--- src/rtl/xbus_pkg.sv ---
package xbus_pkg;

    typedef enum logic [1:0] {
        PH_IDLE   = 2'd0,
        PH_LEAD   = 2'd1,
        PH_ACTIVE = 2'd2,
        PH_TRAIL  = 2'd3
    } phase_e;

endpackage

--- src/rtl/xbus_rdy_sync.sv ---
module xbus_rdy_sync #(
    parameter int STAGES = 2
) (
    input  logic clk,
    input  logic rst_n,
    input  logic rdy_in,
    input  logic async_mode,
    output logic rdy_smp
);

    logic [STAGES-1:0] sync_d, sync_q;

    generate
        if (STAGES == 1) begin : g_one
            always_comb sync_d = rdy_in;
        end else begin : g_chain
            always_comb sync_d = {sync_q[STAGES-2:0], rdy_in};
        end
    endgenerate

    always_ff @(posedge clk or negedge rst_n) begin
        if (!rst_n) sync_q <= '0;
        else        sync_q <= sync_d;
    end

    assign rdy_smp = async_mode ? sync_q[STAGES-1] : rdy_in;

    // Counts clock edges since reset so that $past never reaches back before it.
    logic [1:0] warm_d, warm_q;
    always_comb warm_d = (warm_q == 2'd3) ? warm_q : warm_q + 2'd1;
    always_ff @(posedge clk or negedge rst_n) begin
        if (!rst_n) warm_q <= '0;
        else        warm_q <= warm_d;
    end

    generate
        if (STAGES == 2) begin : g_chk
            assert_sync_lag_R8: assert property (@(posedge clk) disable iff (!rst_n)
                (warm_q == 2'd3 && async_mode) |-> (rdy_smp == $past(rdy_in, 2)));
        end
    endgenerate

endmodule

--- src/rtl/xbus_len_sel.sv ---
module xbus_len_sel #(
    parameter int CNT_W    = 3,
    parameter bit ALLOW_X2 = 1'b1,
    localparam int LW      = CNT_W + 1
) (
    input  logic             sel_we,
    input  logic [CNT_W-1:0] rd_lead,
    input  logic [CNT_W-1:0] rd_act,
    input  logic [CNT_W-1:0] rd_trail,
    input  logic [CNT_W-1:0] wr_lead,
    input  logic [CNT_W-1:0] wr_act,
    input  logic [CNT_W-1:0] wr_trail,
    input  logic             x2,
    output logic [LW-1:0]    lead_len,
    output logic [LW-1:0]    act_len,
    output logic [LW-1:0]    trail_len
);

    logic [CNT_W-1:0] f_lead, f_act, f_trail;
    logic [LW-1:0]    s_lead, s_act, s_trail;

    always_comb begin
        f_lead  = sel_we ? wr_lead  : rd_lead;
        f_act   = sel_we ? wr_act   : rd_act;
        f_trail = sel_we ? wr_trail : rd_trail;
    end

    generate
        if (ALLOW_X2) begin : g_scale
            always_comb begin
                s_lead  = x2 ? {f_lead,  1'b0} : {1'b0, f_lead};
                s_act   = x2 ? {f_act,   1'b0} : {1'b0, f_act};
                s_trail = x2 ? {f_trail, 1'b0} : {1'b0, f_trail};
            end
        end else begin : g_plain
            always_comb begin
                s_lead  = {1'b0, f_lead};
                s_act   = {1'b0, f_act};
                s_trail = {1'b0, f_trail};
            end
        end
    endgenerate

    always_comb begin
        lead_len  = s_lead;
        trail_len = s_trail;
        act_len   = (s_act == '0) ? LW'(1) : s_act;
    end

endmodule

--- src/rtl/xbus_core.sv ---
module xbus_core
    import xbus_pkg::*;
#(
    parameter int ADDR_W = 16,
    parameter int DATA_W = 16,
    parameter int LW     = 4
) (
    input  logic              clk,
    input  logic              rst_n,
    input  logic              req,
    input  logic              req_we,
    input  logic [ADDR_W-1:0] req_addr,
    input  logic [DATA_W-1:0] req_wdata,
    input  logic [LW-1:0]     lead_len,
    input  logic [LW-1:0]     act_len,
    input  logic [LW-1:0]     trail_len,
    input  logic              use_rdy,
    input  logic              rdy_smp,
    input  logic [DATA_W-1:0] ext_rdata,
    output logic              sel_we,
    output logic              ack,
    output logic [DATA_W-1:0] rd_data,
    output logic [ADDR_W-1:0] ext_addr,
    output logic [DATA_W-1:0] ext_wdata,
    output logic              ext_cs_n,
    output logic              ext_rd_n,
    output logic              ext_wr_n
);

    typedef struct packed {
        phase_e            ph;
        logic [LW-1:0]     cnt;
        logic              we;
        logic [ADDR_W-1:0] addr;
        logic [DATA_W-1:0] wdata;
        logic [DATA_W-1:0] rdata;
        logic              ack;
    } seq_t;

    seq_t seq_d, seq_q;

    // Lengths are chosen for the new request while idle, else for the running one.
    assign sel_we = (seq_q.ph == PH_IDLE) ? req_we : seq_q.we;

    always_comb begin
        seq_d     = seq_q;
        seq_d.ack = 1'b0;
        unique case (seq_q.ph)
            PH_IDLE: begin
                if (req) begin
                    seq_d.we    = req_we;
                    seq_d.addr  = req_addr;
                    seq_d.wdata = req_wdata;
                    if (lead_len != '0) begin
                        seq_d.ph  = PH_LEAD;
                        seq_d.cnt = lead_len - LW'(1);
                    end else begin
                        seq_d.ph  = PH_ACTIVE;
                        seq_d.cnt = act_len - LW'(1);
                    end
                end
            end
            PH_LEAD: begin
                if (seq_q.cnt == '0) begin
                    seq_d.ph  = PH_ACTIVE;
                    seq_d.cnt = act_len - LW'(1);
                end else begin
                    seq_d.cnt = seq_q.cnt - LW'(1);
                end
            end
            PH_ACTIVE: begin
                if (seq_q.cnt != '0) begin
                    seq_d.cnt = seq_q.cnt - LW'(1);
                end else if (use_rdy && !rdy_smp) begin
                    seq_d.cnt = seq_q.cnt;
                end else begin
                    if (!seq_q.we) seq_d.rdata = ext_rdata;
                    if (trail_len != '0) begin
                        seq_d.ph  = PH_TRAIL;
                        seq_d.cnt = trail_len - LW'(1);
                    end else begin
                        seq_d.ph  = PH_IDLE;
                        seq_d.ack = 1'b1;
                    end
                end
            end
            PH_TRAIL: begin
                if (seq_q.cnt == '0) begin
                    seq_d.ph  = PH_IDLE;
                    seq_d.ack = 1'b1;
                end else begin
                    seq_d.cnt = seq_q.cnt - LW'(1);
                end
            end
            default: seq_d.ph = PH_IDLE;
        endcase
    end

    always_ff @(posedge clk or negedge rst_n) begin
        if (!rst_n) seq_q <= '0;
        else        seq_q <= seq_d;
    end

    assign ack       = seq_q.ack;
    assign rd_data   = seq_q.rdata;
    assign ext_addr  = seq_q.addr;
    assign ext_wdata = seq_q.wdata;
    assign ext_cs_n  = (seq_q.ph == PH_IDLE);
    assign ext_rd_n  = !((seq_q.ph == PH_ACTIVE) && !seq_q.we);
    assign ext_wr_n  = !((seq_q.ph == PH_ACTIVE) &&  seq_q.we);

    assert_addr_hold_R1: assert property (@(posedge clk) disable iff (!rst_n)
        (seq_q.ph != PH_IDLE && $past(seq_q.ph) != PH_IDLE) |-> $stable(seq_q.addr));

    assert_no_wait_R6: assert property (@(posedge clk) disable iff (!rst_n)
        (seq_q.ph == PH_ACTIVE && seq_q.cnt == '0 && !use_rdy) |=> (seq_q.ph != PH_ACTIVE));

    assert_wait_hold_R7: assert property (@(posedge clk) disable iff (!rst_n)
        (seq_q.ph == PH_ACTIVE && seq_q.cnt == '0 && use_rdy && !rdy_smp)
            |=> (seq_q.ph == PH_ACTIVE && seq_q.cnt == '0));

    assert_ack_pulse_R9: assert property (@(posedge clk) disable iff (!rst_n)
        seq_q.ack |=> !seq_q.ack);

    assert_ack_after_cycle_R9: assert property (@(posedge clk) disable iff (!rst_n)
        $rose(seq_q.ack) |-> ($past(seq_q.ph) != PH_IDLE));

    assert_rdata_hold_R10: assert property (@(posedge clk) disable iff (!rst_n)
        (seq_q.ph != PH_ACTIVE) |=> $stable(seq_q.rdata));

endmodule

--- src/rtl/xbus_seq.sv ---
module xbus_seq #(
    parameter int ADDR_W      = 16,
    parameter int DATA_W      = 16,
    parameter int CNT_W       = 3,
    parameter int SYNC_STAGES = 2,
    parameter bit ALLOW_X2    = 1'b1
) (
    input  logic              clk,
    input  logic              rst_n,
    input  logic              req,
    input  logic              req_we,
    input  logic [ADDR_W-1:0] req_addr,
    input  logic [DATA_W-1:0] req_wdata,
    output logic              ack,
    output logic [DATA_W-1:0] rd_data,
    input  logic [CNT_W-1:0]  cfg_rd_lead,
    input  logic [CNT_W-1:0]  cfg_rd_act,
    input  logic [CNT_W-1:0]  cfg_rd_trail,
    input  logic [CNT_W-1:0]  cfg_wr_lead,
    input  logic [CNT_W-1:0]  cfg_wr_act,
    input  logic [CNT_W-1:0]  cfg_wr_trail,
    input  logic              cfg_x2,
    input  logic              cfg_use_rdy,
    input  logic              cfg_rdy_async,
    output logic [ADDR_W-1:0] ext_addr,
    output logic [DATA_W-1:0] ext_wdata,
    input  logic [DATA_W-1:0] ext_rdata,
    output logic              ext_cs_n,
    output logic              ext_rd_n,
    output logic              ext_wr_n,
    input  logic              ext_rdy
);

    localparam int LW = CNT_W + 1;

    logic          sel_we;
    logic          rdy_smp;
    logic [LW-1:0] lead_len, act_len, trail_len;

    xbus_rdy_sync #(.STAGES(SYNC_STAGES)) u_sync (
        .clk        (clk),
        .rst_n      (rst_n),
        .rdy_in     (ext_rdy),
        .async_mode (cfg_rdy_async),
        .rdy_smp    (rdy_smp)
    );

    xbus_len_sel #(.CNT_W(CNT_W), .ALLOW_X2(ALLOW_X2)) u_len (
        .sel_we    (sel_we),
        .rd_lead   (cfg_rd_lead),
        .rd_act    (cfg_rd_act),
        .rd_trail  (cfg_rd_trail),
        .wr_lead   (cfg_wr_lead),
        .wr_act    (cfg_wr_act),
        .wr_trail  (cfg_wr_trail),
        .x2        (cfg_x2),
        .lead_len  (lead_len),
        .act_len   (act_len),
        .trail_len (trail_len)
    );

    xbus_core #(.ADDR_W(ADDR_W), .DATA_W(DATA_W), .LW(LW)) u_core (
        .clk       (clk),
        .rst_n     (rst_n),
        .req       (req),
        .req_we    (req_we),
        .req_addr  (req_addr),
        .req_wdata (req_wdata),
        .lead_len  (lead_len),
        .act_len   (act_len),
        .trail_len (trail_len),
        .use_rdy   (cfg_use_rdy),
        .rdy_smp   (rdy_smp),
        .ext_rdata (ext_rdata),
        .sel_we    (sel_we),
        .ack       (ack),
        .rd_data   (rd_data),
        .ext_addr  (ext_addr),
        .ext_wdata (ext_wdata),
        .ext_cs_n  (ext_cs_n),
        .ext_rd_n  (ext_rd_n),
        .ext_wr_n  (ext_wr_n)
    );

endmodule

--- config.mk ---
export PLATFORM = sky130hd
export DESIGN_NAME = xbus_seq
export DESIGN_NICKNAME = d
export VERILOG_FILES = /design/src/rtl/xbus_pkg.sv /design/src/rtl/xbus_rdy_sync.sv /design/src/rtl/xbus_len_sel.sv /design/src/rtl/xbus_core.sv /design/src/rtl/xbus_seq.sv
export SDC_FILE = /design/constraint.sdc
export NUM_CORES = 1
export LEC_CHECK = 0
export BUFFER_PORTS_ARGS = -buffer_cell sky130_fd_sc_hd__buf_2
export CAP_MARGIN = 20
export CORE_ASPECT_RATIO = 0.9
export CORE_MARGIN = 2
export CORE_UTILIZATION = 50
export CTS_BUF_LIST = sky130_fd_sc_hd__clkbuf_4
export DETAILED_ROUTE_END_ITERATION = 10
export PLACE_DENSITY_LB_ADDON = 0.1
export REMOVE_ABC_BUFFERS = 1
export SYNTH_ARGS = -nofsm -noshare
export SYNTH_HDL_FRONTEND = slang
export SYNTH_SLANG_ARGS = --single-unit
--- constraint.sdc ---
create_clock -name clk -period 5.2 [get_ports clk]
set_input_delay 1.3 -clock clk [delete_from_list [all_inputs] [get_ports clk]]
set_output_delay 1.3 -clock clk [all_outputs]
set_load 0.03 [all_outputs]
# Word level (Yosys, flattened, before mapping)
# Cells that the tools add are included.
# word_totals
reg_bits,58
out_inout_bits,52
# classes
n_reduce_logical,17
mux,27
add_sub_neg,4
n_bitwise,3
n_eq_ne,11
# ops
cell,n
$mux W39,1
$mux W4,9
$pmux W6 S4,1
$sub A4 B1 Y4 const B,4
$reduce_bool A4 Y1,3
$mux W2,5
$mux W3,3
$logic_not A4 Y1,2
$ne A2 B2 Y1 const B,4
$reduce_and A4 Y1,2
$mux W1,6
$mux W6,1
$reduce_and A5 Y1,1
$eq A2 B2 Y1 const B,2
$logic_not A1 Y1,4
$ne A2 B1 Y1 const B,2
$logic_and A1 B1 Y1,3
$ne A3 B1 Y1 const B,1
$ne A3 B2 Y1 const B,1
$not A1 Y1,3
$eq A2 B1 Y1 const B,1
$logic_not A2 Y1,1
$pmux W1 S2,1
$reduce_and A2 Y1,1

# Depth between registers and ports, before layout
# logic_depth
word_depth,10
ltp_mapped,13

# By module
# Synthesis repeated with hierarchy kept, for this count alone.
# hier_totals
hier_cells,287
hier_area_um2,3344.5
# by_module_without_submodules
mod,instances,cells_per_inst,seq_area_each_um2,area_each_um2
xbus_core,1,260,1401.3,3076.7
xbus_len_sel,1,24,0.0,202.7
xbus_rdy_sync,1,3,50.0,65.1

# Worst setup path after synthesis
# Ideal clock, no wire load.
# synth_path
kind,input to register
start,in req_we
end,reg u_core.seq_q[51] (netlist name)
setup_slack_ps,1708
cell_stages,10
arrival_ps,3367
path_buffers,1
required_time_ps,5075
cell_sequence,or3b_1 buf_4 and3_1 or2_2 o21ai_0 ha_1 and3_2 and3_1 o32ai_1 mux2_2
# synth_between
elab_chain_len,9
elab_cells_between_ends,23
classes_between,3 x add/sub; 1 x eq/ne; 15 x mux; 4 x reduce/logical
# synth_rtl
item,line,source
"start, declared",xbus_seq.sv:11,"input logic req_we,"
$mux W1 *,xbus_core.sv:43,assign sel_we = (seq_q.ph == PH_IDLE) ? req_we : seq_q.we;
$mux W3,xbus_len_sel.sv:24,f_act = sel_we ? wr_act : rd_act;
$mux W4,xbus_len_sel.sv:32,"s_act = x2 ? {f_act, 1'b0} : {1'b0, f_act};"
$logic_not A4 Y1,xbus_len_sel.sv:47,act_len = (s_act == '0) ? LW'(1) : s_act;
$mux W4,xbus_len_sel.sv:47,
$sub A4 B1 Y4,"xbus_core.sv:59, xbus_core.sv:66",
$mux W6,xbus_core.sv:54,if (lead_len != '0) begin
$mux W39,xbus_core.sv:50,if (req) begin
$pmux W6 S4,xbus_core.sv:48,unique case (seq_q.ph)
"end signal, assigned",xbus_core.sv:101,else seq_q <= seq_d;
"end, declared",xbus_core.sv:40,"seq_t seq_d, seq_q;"
# Mark *: on every way between the ends. The rest lies on a longest branch, timed or not. The select of a mux whose other input is x is not followed.
# A chain may end at the register's enable or synchronous reset.

# Worst setup path after layout
# Ends and elaborated chain as after synthesis.

==> results.cfg <==
[yosys]
synth.top_cells.by_count = 115 x nand2_1, 58 x dfrtp_1, 50 x buf_4
synth_most_common_cell = nand2_1
ys_seq_elements = 58
synth_ff_type = dfrtp_1
synth_cells = 391
syn-cell-area_um2 = 3540
synth_cell_types = 63
synth-edff-count = 0
avgSynthCellArea_um2 = 9.06
yosysTopAreaCellShare_pct = 41.0
yosys.area.top_type = dfrtp_1
synthTopCellsByArea = dfrtp_1 41%, nand2_1 12%, buf_4 11%
yosys_warnings = 0
synth-async-reset-ratio_pct = 100
synth-seq-area-share_pct = 41.0

[timing]
fin_crit_sh_pct = 66.6
tns_ns = 0
period_needed_ns = 3.46
hold_violations = 0
fin_ws_ns = 1.74
whs_ns = 0.361
worst_pin_slew_ns = 0.828
final-setup-viol-count = 0
slew_headroom_pct = 44.8
fin_worst_skew_ns = 0.00725
clock.fmax_mhz = 289
final-max-slew-violation-count = 0
rsz0062_at_grt = no

[critical_path]
crit_family = simple AND/OR/NAND/NOR gates
cp.arrival_ns = 3.73
crit_path_start = req_we
crit_chain = buf_2 -> or3b_1 -> and3_1 -> or2_2 -> o21ai_0 -> ha_1 -> and3_2 -> and3_1 -> o32ai_1 -> mux2_2
critPathCapture = u_core.seq_q[51]
critPathLaunchType = primary input
worst-path-buf-inv = 1
reg2reg_slack_ns = 1.90
slowest_delay_ns = 0.53
critical_path_class = in2reg
worstRegToRegCells = 9
endpoint_kind = flip-flop
reg2reg_from = u_core.seq_q[54]
path_max_fanout = 10
cpMostUsedCell = and3_1
cp.depth = 10
critPathSlowestCell = or3b_1
required_ns = 5.47
r2r_end = u_core.seq_q[51]

[power]
power_leakage_nw = 2.10
peakVddDrop_mv = 0.293
power.density_nw_per_um2 = 626
fin_total_pwr_mw = 2.53

[worst_hold_path]
hold_class = reg2reg
hold_depth = 0

[drt]
vias = 2878
remaining_drc_errors = 0
routed_wl_um = 7470
drt_iter0_drc = 195
ant_nets = 0
via_per_inst = 5.10
wire_per_inst_um = 13.2
first_pass_iters = 4

[layout]
final_cell_area_um2 = 4040
fin_nets = 547
layout-drive-gt1-share_pct = 36.7
syn2layout_area_growth_pct = 13.9
n_antenna_cell = 0
post-route-util_pct = 57.9
fin_cells = 564

[global_route]
top_usage_layer = met2
grt_max_degree = 59
grt.total_usage_pct = 20.0
antenna_found_initial = 0
met2_usage_pct = 31.3
grt_pass1_wl_um = 12300
grt_pass1_vias = 2615
overflow = 0
met1_usage_pct = 27.0
grtUsageMet3_pct = 5.87

[cts]
clkSinkCount = 58
cts_buffers = 9
clk_latency_ns = 0.39
cts.path.max_buffers = 2
post_cts_resized = 0
htree_num_levels = 3
holdBufCountCts = 0
clk_pin_slew_worst_paths_ns = 0.09
root_buffer = clkbuf_4
cts_tree = done
cts_setup_buffers = 0

[floorplanning]
fp.dieH_um = 83.9
core_area_um2 = 6970
initial_core_util_pct = 50.9
rows = 29
die-area_um2 = 7780
num_io_pins = 126
die_w_um = 92.7

[flow_run]
drv_cap = 0

[place]
dp_slack_ns = 1.37
portBuffers = 125
gp_congestion = 0.837
placed_cells = 548
hpwl_um = 5550
place_area_um2 = 3880

[run_status]
status = finished clean
## how the worst min path moves through the flow
| stage | start | to |
|---|---|---|
| final | u_sync.sync_q[0] | u_sync.sync_q[1] |
| after detailed placement | u_sync.sync_q[0] | u_sync.sync_q[1] |
| after CTS | u_sync.sync_q[0] | u_sync.sync_q[1] |
| after floorplan | u_sync.sync_q[0] | u_sync.sync_q[1] |
| after global routing | u_sync.sync_q[0] | u_sync.sync_q[1] |
| after global placement | u_sync.sync_q[0] | u_sync.sync_q[1] |
## metal layers
metal	vias up	share of wire, %
met5	-	0
met3	7	7.7
met2	103	45
li1	1449	-
met1	1319	46
met4	0	0.99
## layout make-up
cell class | count | area, µm²
Multi-Input combinational cell | 265 | 1650
Clock buffer | 10 | 75.1
Inverter | 4 | 15.0
Clock inverter | 5 | 80.1
Tap cell | 93 | 116
Fill cell | 651 | 2930
Sequential cell | 58 | 1450
Timing Repair Buffer | 129 | 653
## cells by family after synthesis
kind of cell               after synthesis  synth area share [%]
adders and majority gates                6                  2.12
DFF                                     58                  41.0
xor gates and xnor gates                 1                 0.247
and+or+nand+nor                        168                  21.8
AOI/OAI and AO/OA                       62                  12.8
muxes                                   28                  9.36
buffers and inverters                   68                  12.7
## where the power goes
| part | internal, mW | total, mW | switching, mW |
|---|---|---|---|
| Clock | 0.197 | 0.356 | 0.159 |
| Sequential | 0.653 | 0.807 | 0.155 |
| Combinational | 0.478 | 1.37 | 0.887 |
| Total | 1.33 | 2.53 | 1.20 |
## flip-flops by register name, summed over array words and instances, names as in the netlist
name	flops
u_core.seq_q	7
u_core.ext_addr	16
u_core.rd_data	16
u_core.ack	1
u_sync.sync_q	2
u_core.ext_wdata	16
## worst reg2reg max path, stage by stage, from the launching register on
cell and delay [ns]:
dfrtp_1 0.70, or3b_1 0.69, and3_1 0.27, or2_2 0.30, o21ai_0 0.23, ha_1 0.25
and3_2 0.25, and3_1 0.17, o32ai_1 0.07, mux2_2 0.27
## cell usage in the layout (no fill, tap or decap), types with 5 or more instances in the layout
cell type | netlist | routed
a21oi_1 | 9 | 9
and3_1 | 5 | 5
buf_2 | 1 | 125
clkbuf_4 | 0 | 10
dfrtp_1 | 58 | 58
ha_1 | 6 | 6
mux2_1 | 11 | 11
mux2_2 | 10 | 10
mux2i_1 | 5 | 5
nand2_1 | 115 | 115
nor2_1 | 14 | 14
o21ai_0 | 15 | 15
Power figures use the tool's default switching activity.
